`config.mk`:
```
export PLATFORM = sky130hd
export DESIGN_NAME = smi_trigger_unit
export DESIGN_NICKNAME = d
export VERILOG_FILES = /design/src/rtl/smi_gen_pkg.sv /design/src/rtl/smi_apm_ports.sv /design/src/rtl/smi_period_timer.sv /design/src/rtl/smi_cause_merge.sv /design/src/rtl/smi_trigger_unit.sv
export SDC_FILE = /design/constraint.sdc
export NUM_CORES = 1
export LEC_CHECK = 0
export CAP_MARGIN = 20
export CELL_PAD_IN_SITES_DETAIL_PLACEMENT = 1
export CELL_PAD_IN_SITES_GLOBAL_PLACEMENT = 2
export CORE_AREA = 5 5 92 94
export DETAILED_ROUTE_END_ITERATION = 8
export DIE_AREA = 0 0 97 99
export PLACE_DENSITY = 0.83
export SLEW_MARGIN = 20
export SYNTH_ARGS = -nofsm -noshare
export SYNTH_HDL_FRONTEND = slang
export SYNTH_SLANG_ARGS = --single-unit
```
`constraint.sdc`:
```
create_clock -name clk -period 3.8 [get_ports clk]
set_input_delay 0.38 -clock clk [delete_from_list [all_inputs] [get_ports clk]]
set_output_delay 0.38 -clock clk [all_outputs]
set_load 0.01 [all_outputs]
```
`src/rtl/smi_gen_pkg.sv`:
```
// Shared constants and types for the port-triggered management interrupt unit.
// Assumes byte-wide ports on a little-endian multi-lane I/O bus.
package smi_gen_pkg;
    localparam int BYTE_W = 8;
    localparam logic [15:0] APM_CTL_PORT = 16'h00B2;
    localparam logic [15:0] APM_STS_PORT = 16'h00B3;

    typedef enum logic [1:0] {
        RATE_64S = 2'b00,
        RATE_32S = 2'b01,
        RATE_16S = 2'b10,
        RATE_8S  = 2'b11
    } smi_rate_e;

    typedef struct packed {
        logic periodic;
        logic port;
    } smi_cause_t;
endpackage

```
`src/rtl/smi_apm_ports.sv`:
```
// Command and parameter byte registers. Holds the last byte written to each.
// Assumes the decoder presents at most one write per register per cycle.
module smi_apm_ports
    import smi_gen_pkg::*;
(
    input  logic              clk,
    input  logic              rst_n,
    input  logic              ctl_we,
    input  logic [BYTE_W-1:0] ctl_d,
    input  logic              sts_we,
    input  logic [BYTE_W-1:0] sts_d,
    output logic [BYTE_W-1:0] ctl_q,
    output logic [BYTE_W-1:0] sts_q
);
    // Store the command and parameter bytes.
    always_ff @(posedge clk) begin
        if (!rst_n) begin
            ctl_q <= '0;
            sts_q <= '0;
        end else begin
            if (ctl_we) ctl_q <= ctl_d;
            if (sts_we) sts_q <= sts_d;
        end
    end
endmodule

```
`src/rtl/smi_period_timer.sv`:
```
// Periodic source: counts one-second ticks and flags the tick that completes
// the interval chosen by the rate field. A restart clears the count and
// discards a tick in the same cycle. Assumes the rate changes only on restart.
module smi_period_timer
    import smi_gen_pkg::*;
#(
    parameter int BASE_SECONDS = 8
) (
    input  logic      clk,
    input  logic      rst_n,
    input  smi_rate_e rate,
    input  logic      restart,
    input  logic      tick,
    output logic      fire
);
    localparam int MAX_INTERVAL = BASE_SECONDS * 8;
    localparam int CNT_W = $clog2(MAX_INTERVAL);

    logic [CNT_W-1:0] cnt;
    logic [CNT_W-1:0] last_cnt;

    // Terminal count for the selected interval.
    always_comb begin
        int lim;
        lim = (BASE_SECONDS << (3 - int'(rate))) - 1;
        last_cnt = CNT_W'(lim);
    end

    assign fire = tick && !restart && (cnt == last_cnt);

    // Advance, wrap or restart the seconds count.
    always_ff @(posedge clk) begin
        if (!rst_n) begin
            cnt <= '0;
        end else if (restart) begin
            cnt <= '0;
        end else if (tick) begin
            cnt <= (cnt == last_cnt) ? '0 : cnt + 1'b1;
        end
    end

    a_r8_restart_zero: assert property (@(posedge clk) disable iff (!rst_n)
        restart |=> (cnt == '0));
    a_r7_cnt_in_range: assert property (@(posedge clk) disable iff (!rst_n)
        cnt <= last_cnt);
    a_r7_wrap_after_fire: assert property (@(posedge clk) disable iff (!rst_n)
        fire |=> (cnt == '0));
endmodule

```
`src/rtl/smi_cause_merge.sv`:
```
// Merges the port and periodic sources into one registered request pulse and
// keeps a sticky, write-one-to-clear cause bit per source. A set wins over a clear.
module smi_cause_merge
    import smi_gen_pkg::*;
(
    input  logic       clk,
    input  logic       rst_n,
    input  logic       port_hit,
    input  logic       timer_hit,
    input  logic       clr_we,
    input  logic [1:0] clr_mask,
    output logic       smi_req,
    output smi_cause_t cause
);
    // Register the merged request and update the cause bits.
    always_ff @(posedge clk) begin
        if (!rst_n) begin
            smi_req <= 1'b0;
            cause   <= '0;
        end else begin
            smi_req        <= port_hit | timer_hit;
            cause.port     <= port_hit  | (cause.port     & ~(clr_we & clr_mask[0]));
            cause.periodic <= timer_hit | (cause.periodic & ~(clr_we & clr_mask[1]));
        end
    end

    a_r9_merged_single: assert property (@(posedge clk) disable iff (!rst_n)
        (port_hit && timer_hit) |=> (smi_req && cause.port && cause.periodic));
    a_r10_cause_with_pulse: assert property (@(posedge clk) disable iff (!rst_n)
        smi_req |-> (cause.port || cause.periodic));
    a_r10_clear_without_set: assert property (@(posedge clk) disable iff (!rst_n)
        (clr_we && clr_mask[0] && !port_hit) |=> !cause.port);
endmodule

```
`src/rtl/smi_trigger_unit.sv`:
```
// Top of the I/O-port management interrupt trigger. Decodes the byte lanes of
// the I/O bus onto the command, parameter, rate and cause bytes, drives the
// registered read data, and combines the port and periodic sources.
// Assumes lane k addresses byte io_addr + k, and that tick_sec is a one-cycle pulse.
module smi_trigger_unit
    import smi_gen_pkg::*;
#(
    parameter int          ADDR_W       = 16,
    parameter int          LANES        = 2,
    parameter logic [15:0] CFG_ADDR     = 16'h00B4,
    parameter logic [15:0] CAUSE_ADDR   = 16'h00B5,
    parameter int          BASE_SECONDS = 8
) (
    input  logic                    clk,
    input  logic                    rst_n,
    input  logic [ADDR_W-1:0]       io_addr,
    input  logic [LANES*BYTE_W-1:0] io_wdata,
    input  logic [LANES-1:0]        io_be,
    input  logic                    io_wr,
    input  logic                    io_rd,
    output logic [LANES*BYTE_W-1:0] io_rdata,
    input  logic                    tick_sec,
    output logic                    smi_req
);
    localparam int DATA_W = LANES * BYTE_W;

    logic [LANES-1:0]  ctl_hit, sts_hit, cfg_hit, cause_hit;
    logic [DATA_W-1:0] rd_bytes;
    logic [BYTE_W-1:0] ctl_d, sts_d, ctl_q, sts_q;
    logic [1:0]        cfg_d, clr_d;
    logic              timer_hit;
    smi_rate_e         rate_q;
    smi_cause_t        cause_q;

    // Per-lane address decode and read byte selection.
    for (genvar l = 0; l < LANES; l++) begin : g_lane
        logic [ADDR_W-1:0] lane_addr;
        logic              lane_we;
        assign lane_addr    = io_addr + ADDR_W'(l);
        assign lane_we      = io_wr & io_be[l];
        assign ctl_hit[l]   = lane_we & (lane_addr == ADDR_W'(APM_CTL_PORT));
        assign sts_hit[l]   = lane_we & (lane_addr == ADDR_W'(APM_STS_PORT));
        assign cfg_hit[l]   = lane_we & (lane_addr == ADDR_W'(CFG_ADDR));
        assign cause_hit[l] = lane_we & (lane_addr == ADDR_W'(CAUSE_ADDR));

        // Select the byte seen at this lane's address.
        always_comb begin
            if (lane_addr == ADDR_W'(APM_CTL_PORT))
                rd_bytes[l*BYTE_W +: BYTE_W] = ctl_q;
            else if (lane_addr == ADDR_W'(APM_STS_PORT))
                rd_bytes[l*BYTE_W +: BYTE_W] = sts_q;
            else if (lane_addr == ADDR_W'(CFG_ADDR))
                rd_bytes[l*BYTE_W +: BYTE_W] = {6'b0, rate_q};
            else if (lane_addr == ADDR_W'(CAUSE_ADDR))
                rd_bytes[l*BYTE_W +: BYTE_W] = {6'b0, cause_q};
            else
                rd_bytes[l*BYTE_W +: BYTE_W] = '0;
        end
    end

    // Steer write data from whichever lane hits each register.
    always_comb begin
        ctl_d = '0;
        sts_d = '0;
        cfg_d = '0;
        clr_d = '0;
        for (int l = 0; l < LANES; l++) begin
            if (ctl_hit[l])   ctl_d = io_wdata[l*BYTE_W +: BYTE_W];
            if (sts_hit[l])   sts_d = io_wdata[l*BYTE_W +: BYTE_W];
            if (cfg_hit[l])   cfg_d = io_wdata[l*BYTE_W +: 2];
            if (cause_hit[l]) clr_d = io_wdata[l*BYTE_W +: 2];
        end
    end

    // Hold the periodic rate selection.
    always_ff @(posedge clk) begin
        if (!rst_n)        rate_q <= RATE_64S;
        else if (|cfg_hit) rate_q <= smi_rate_e'(cfg_d);
    end

    // Register read data one cycle after the read strobe.
    always_ff @(posedge clk) begin
        if (!rst_n)     io_rdata <= '0;
        else if (io_rd) io_rdata <= rd_bytes;
        else            io_rdata <= '0;
    end

    smi_apm_ports u_ports (
        .clk    (clk),
        .rst_n  (rst_n),
        .ctl_we (|ctl_hit),
        .ctl_d  (ctl_d),
        .sts_we (|sts_hit),
        .sts_d  (sts_d),
        .ctl_q  (ctl_q),
        .sts_q  (sts_q)
    );

    smi_period_timer #(.BASE_SECONDS(BASE_SECONDS)) u_timer (
        .clk     (clk),
        .rst_n   (rst_n),
        .rate    (rate_q),
        .restart (|cfg_hit),
        .tick    (tick_sec),
        .fire    (timer_hit)
    );

    smi_cause_merge u_merge (
        .clk       (clk),
        .rst_n     (rst_n),
        .port_hit  (|ctl_hit),
        .timer_hit (timer_hit),
        .clr_we    (|cause_hit),
        .clr_mask  (clr_d),
        .smi_req   (smi_req),
        .cause     (cause_q)
    );

    a_r3_ctl_write_pulses: assert property (@(posedge clk) disable iff (!rst_n)
        (io_wr && |ctl_hit) |=> smi_req);
    a_r4_no_spurious_pulse: assert property (@(posedge clk) disable iff (!rst_n)
        (!(|ctl_hit) && !tick_sec) |=> !smi_req);
    a_r5_wide_write_fills: assert property (@(posedge clk) disable iff (!rst_n)
        (io_wr && io_be == 2'b11 && io_addr == ADDR_W'(APM_CTL_PORT)) |=>
        (ctl_q == $past(io_wdata[7:0]) && sts_q == $past(io_wdata[15:8])));
    a_r2_idle_read_zero: assert property (@(posedge clk) disable iff (!rst_n)
        !io_rd |=> (io_rdata == '0));
    a_r6_rate_holds: assert property (@(posedge clk) disable iff (!rst_n)
        !(|cfg_hit) |=> $stable(rate_q));
endmodule

```
== Word level (Yosys, flattened, before mapping) ==
Cells that the tools add are included.
Storage, ports and cells
  bits of input ports: 39
  word-level logic and storage cells: 68
  output and inout port bits: 17
  bits in registers: 43
Cells by class
  bitwise gates (word level): 20
  $add $sub $neg: 4
  multiplexer cells: 17
  equality and inequality tests: 9
  shift operators: 1
  reduce and logical (&&, ||, !) cells: 9
Operator list (count)
  equality test 16 x 8 -> 1 bit, second input constant: 8
  2-to-1 mux 8 bit: 8
  left shift 4 x 32 -> 6 bit, first input constant: 1
  adder 16 x 1 -> 16 bit, second input constant: 1
  2-to-1 mux 2 bit: 8
  bitwise AND 1 bit: 14
  OR reduction 2 bit: 4
  adder 6 x 1 -> 6 bit, second input constant: 1
  equality test 6 bit: 1
  2-to-1 mux 6 bit: 1
  subtractor 6 x 2 -> 6 bit, second input constant: 1
  NOT 1 bit: 3
  OR 1 bit: 3
  OR reduction 3 bit: 1
  subtractor 2 x 2 -> 3 bit, first input constant: 1
  logical AND 1 bit: 2
  AND reduction 2 bit: 1
  zero test 1 bit: 1

== Depth between registers and ports, before layout ==
  word-level depth: 8
  mapped depth: 8
  depth with buffers taken out: 6

== Cells and area by module ==
A second synthesis with hierarchy kept.
Unflattened totals
  cell total of the unflattened synthesis: 251
  area total of the unflattened synthesis: 2339.7 µm²
Modules (own cells, without submodules)
  smi_trigger_unit: area an instance 1291.2 µm², instances 1, cells an instance 155
  smi_apm_ports: area an instance 608.1 µm², instances 1, cells an instance 51
  smi_period_timer: area an instance 342.8 µm², instances 1, cells an instance 35
  smi_cause_merge: area an instance 97.6 µm², instances 1, cells an instance 10

== Least setup slack after synthesis ==
Ideal clock, no wire load.
  path type: input -> register
  start: input port io_addr[9]
  end: register u_ports.ctl_q[0]
  path buffers: 1
  arrival time: 2.069 ns
  slack: 1.613 ns
  setup time: 0.117 ns
  stages on the path: 7
  data required time: 3.683 ns
  cell sequence: or4_1 > or4_4 > and2b_2 > buf_4 > a21oi_1 > nand3_1 > nand2_1
On the way
  longest elaborated chain between the ends: 4
Ends and longest elaborated chain
  start, declared: RTL line smi_trigger_unit.sv:16  | input logic [ADDR_W-1:0] io_addr,
  adder 16 x 1 -> 16 bit / equality test 16 x 8 -> 1 bit (equally long branches): RTL line smi_trigger_unit.sv:39, smi_trigger_unit.sv:41
  equality test 16 x 8 -> 1 bit / bitwise AND 1 bit (equally long branches): RTL line smi_trigger_unit.sv:41  | assign ctl_hit[l] = lane_we & (lane_addr == ADDR_W'(APM_CTL_PORT));
  bitwise AND 1 bit / 2-to-1 mux 8 bit (equally long branches): RTL line smi_trigger_unit.sv:41, smi_trigger_unit.sv:68
  2-to-1 mux 8 bit / OR reduction 2 bit (equally long branches): RTL line smi_trigger_unit.sv:68, smi_trigger_unit.sv:91
  end signal, assigned: RTL line smi_apm_ports.sv:21  | if (ctl_we) ctl_q <= ctl_d;
  end, declared: RTL line smi_apm_ports.sv:12  | output logic [BYTE_W-1:0] ctl_q,
Parallel ways exist; a longest one is shown, timed or not.
A chain may end at the register's enable or synchronous reset.

== Worst setup path in the final report ==
  start: input port io_addr[1]
  end: register u_ports.sts_q[4]
On the way
  longest elaborated chain between the ends: 4
Ends and longest elaborated chain
  adder 16 x 1 -> 16 bit / equality test 16 x 8 -> 1 bit (equally long branches): RTL line smi_trigger_unit.sv:39, smi_trigger_unit.sv:42
  equality test 16 x 8 -> 1 bit / bitwise AND 1 bit (equally long branches): RTL line smi_trigger_unit.sv:42  | assign sts_hit[l] = lane_we & (lane_addr == ADDR_W'(APM_STS_PORT));
  bitwise AND 1 bit / 2-to-1 mux 8 bit (equally long branches): RTL line smi_trigger_unit.sv:42, smi_trigger_unit.sv:69
  2-to-1 mux 8 bit / OR reduction 2 bit (equally long branches): RTL line smi_trigger_unit.sv:69, smi_trigger_unit.sv:93
  end signal, assigned: RTL line smi_apm_ports.sv:22  | if (sts_we) sts_q <= sts_d;
  end, declared: RTL line smi_apm_ports.sv:13  | output logic [BYTE_W-1:0] sts_q
Parallel ways exist; a longest one is shown, timed or not.

==> impl_metrics.tcl <==
set metrics [dict create \
    min_path_type "register to register" \
    gp_congestion 0.780 \
    cts-resized-gates 0 \
    diodes 0 \
    synth_edf_count 0 \
    via_per_inst 5.29 \
    reg2reg_slack_ns 2.12 \
    ant_nets 0 \
    synth_cell_type_count 51 \
    path_class "input port to register" \
    timing.setup.tns_ns 0 \
    fill_cells 869 \
    yosysTopAreaCell "dfxtp_1" \
    drive_above_1_share 0.0871 \
    slew_violations 0 \
    port_buffers 55 \
    reg2reg_to "u_merge.smi_req$_SDFF_PN0_" \
    r2r_cells 6 \
    syn_inst 257 \
    syn-num-nets 297 \
    synthSimpleGateAreaFrac 0.316 \
    ys_seq_area_frac 0.383 \
    synth_top_family_by_area "simple AND/OR/NAND/NOR gates" \
    htree_levels 2 \
    power.share.switching 0.224 \
    numCtsBuffers 5 \
    grt_remaining_overflow 0 \
    crit_path_end_kind "register" \
    dieArea_um2 9600 \
    fin_total_pwr_mw 0.898 \
    min_path_cells 2 \
    ys_top_cells_by_area "dfxtp_1, a22oi_1, nand3_1, nor2_1, nand2_1" \
    crit_fanout 16 \
    pwr-share-seq 0.506 \
    grt_use_total 0.145 \
    relSlewSlack 0.501 \
    async_flop_share 0 \
    core_area_um2 7570 \
    synthToLayoutAreaGrowth_pct 32.6 \
    cts_tree "yes" \
    die_y_um 99 \
    synth.avg_cell_area_um2 8.74 \
    power.density_nw_per_um2 302 \
    setup.worst_path.start "io_addr[1]" \
    yosysMostFrequentCell "dfxtp_1" \
    clk_latency_ns 0.30 \
    synth_top_area_frac 0.383 \
    synth_mux_area_frac 0.0474 \
    p_leak_nw 0.961 \
    drc_errors 0 \
    routedWlPerCell_um 16.9 \
    finalSetupViolCount 0 \
    status "complete, no violations" \
    p_comb_frac 0.112 \
    cts-root-buf "clkbuf_8" \
    ys.flop_type "dfxtp_1" \
    ys_warn_count 0 \
    wirelength_um 6960 \
    num_rows 32 \
    grt_start_max_net_pins 30 \
    r2r_start "rate_q[0]$_SDFFE_PN0P_" \
    p_sw_mw 0.201 \
    fmax_ghz 0.346 \
    drt_iter0_drc 87 \
    clk_pin_slew_ns 0.07 \
    antenna_found_initial 0 \
    dr.pass1.iters 4 \
    holdCritStartpoint "u_ports.ctl_q[0]$_SDFFE_PN0P_" \
    fin_crit_ns 2.89 \
    holdPathEnd "u_ports.ctl_q[0]$_SDFFE_PN0P_" \
    die_w_um 97 \
    finalNetCount 350 \
    peakVddDrop_mv 0.149 \
    io_pins 56 \
    crit_required_ns 3.95 \
    worstPathArrival_ns 3.04 \
    power_frac_clock 0.382 \
    clock_sinks 43 \
    worstSetupStartpointType "input port" \
    synthAdderAreaFrac 0.00557 \
    intPower_mw 0.697 \
    synth-xor-area-share 0.0351 \
    synth_area_um2 2250 \
    rsz0062_at_grt "no" \
    grt_pass1_wl_um 11500 \
    synth_compound_area_frac 0.170 \
    maxCapViolations 0 \
    hold_viol 0 \
    grt_pass1_vias 2262 \
    worst_pin_slew_ns 0.744 \
    dp_hpwl_um 5460 \
    post_cts_buffers 0 \
    holdBufCountCts 0 \
    start_util 0.297 \
    ys_seq_elements 43 \
    finalCritPeriodShare 0.761 \
    clock_path_buffers 2 \
    vias 2178 \
    synthTopCellsByCount "dfxtp_1, nor2_1, nand2_1, a22oi_1, nand3_1" \
    skew_ns 0.0101 \
]
==> layer usage <==
metal	up-vias	global-route usage	wire length, um
met5	-	0	0
met4	0	0.0421	79
met3	8	0.0262	156
met2	33	0.252	3510
met1	1062	0.185	3220
li1	1075	-	-
==> per-stage QoR <==
stage	utilization	hold WS, ns	cells	instance area (um^2)	worst slack, ns
after CTS	0.394	0.479	412	2980	0.919
after floorplan	-	0.440	257	2250	1.61
final	0.394	0.475	412	2980	0.908
after global placement	0.380	0.465	405	2880	0.704
after global routing	0.394	0.496	412	2980	0.654
after detailed placement	0.380	0.471	405	2880	0.626
==> power by group through the flow <==
stage / logic (mW) / registers [mW] / clock network [mW]
finish: 0.100 / 0.454 / 0.343
floorplan: 0.0413 / 0.465 / 0
CTS: 0.101 / 0.454 / 0.350
global placement: 0.100 / 0.465 / 0
detailed placement: 0.101 / 0.465 / 0
global route: 0.108 / 0.455 / 0.367
==> cells by family after synthesis <==
family                     Yosys count
xor gates and xnor gates             9
adders and majority gates            1
buffers and inverters               17
DFF                                 43
and+or+nand+nor                    127
AOI/OAI and AO/OA                   50
muxes                               10
==> layout by cell type, fill, tap and decap left out, types with 5 or more instances in the layout <==
| cell | count |
|---|---|
| nand4_1 | 9 |
| dfxtp_1 | 43 |
| xnor2_1 | 5 |
| nand2_1 | 26 |
| a22oi_1 | 22 |
| nor2_1 | 27 |
| nor3_1 | 9 |
| mux2_2 | 5 |
| clkdlybuf4s50_1 | 55 |
| o211ai_1 | 8 |
| nand3_1 | 22 |
| mux2i_1 | 5 |
| nand4b_1 | 10 |
| clkbuf_8 | 5 |
==> cell type report <==
| type | count | area (um^2) | area share |
|---|---|---|---|
| well taps | 102 | 128 | 0.0429 |
| flip-flops and latches | 43 | 861 | 0.289 |
| clock inverters | 1 | 30.0 | 0.0101 |
| multi-input cells | 197 | 1290 | 0.434 |
| clock buffers | 6 | 72.6 | 0.0244 |
| repair buffers | 59 | 581 | 0.195 |
| inverters | 4 | 15.0 | 0.00504 |
==> sequential cells by signal, indices dropped and copies added, names as in the netlist <==
signal,count
u_ports.ctl_q,8
io_rdata,16
rate_q,2
u_merge.smi_req,1
u_ports.sts_q,8
u_merge.cause,2
u_timer.cnt,6
==> worst max-delay path, stage by stage <==
cell             delay, ns
clkdlybuf4s50_1       0.67
nand4_1               0.34
nor3_2                0.37
mux2i_1               0.38
and4_1                0.56
nand4b_1              0.18
o211ai_1              0.13
==> worst max-delay path by stage <==
stage                                     to  slack (ns)
2_1_floorplan  u_ports.ctl_q[0]$_SDFFE_PN0P_        1.61
3_3_place_gp         io_rdata[10]$_SDFF_PN0_        0.70
3_5_place_dp   u_ports.sts_q[4]$_SDFFE_PN0P_        0.63
4_1_cts        u_ports.sts_q[4]$_SDFFE_PN0P_        0.92
5_1_grt        u_ports.sts_q[4]$_SDFFE_PN0P_        0.65
6_report       u_ports.sts_q[4]$_SDFFE_PN0P_        0.91
No activity file was read; power rests on OpenSTA's default activity.
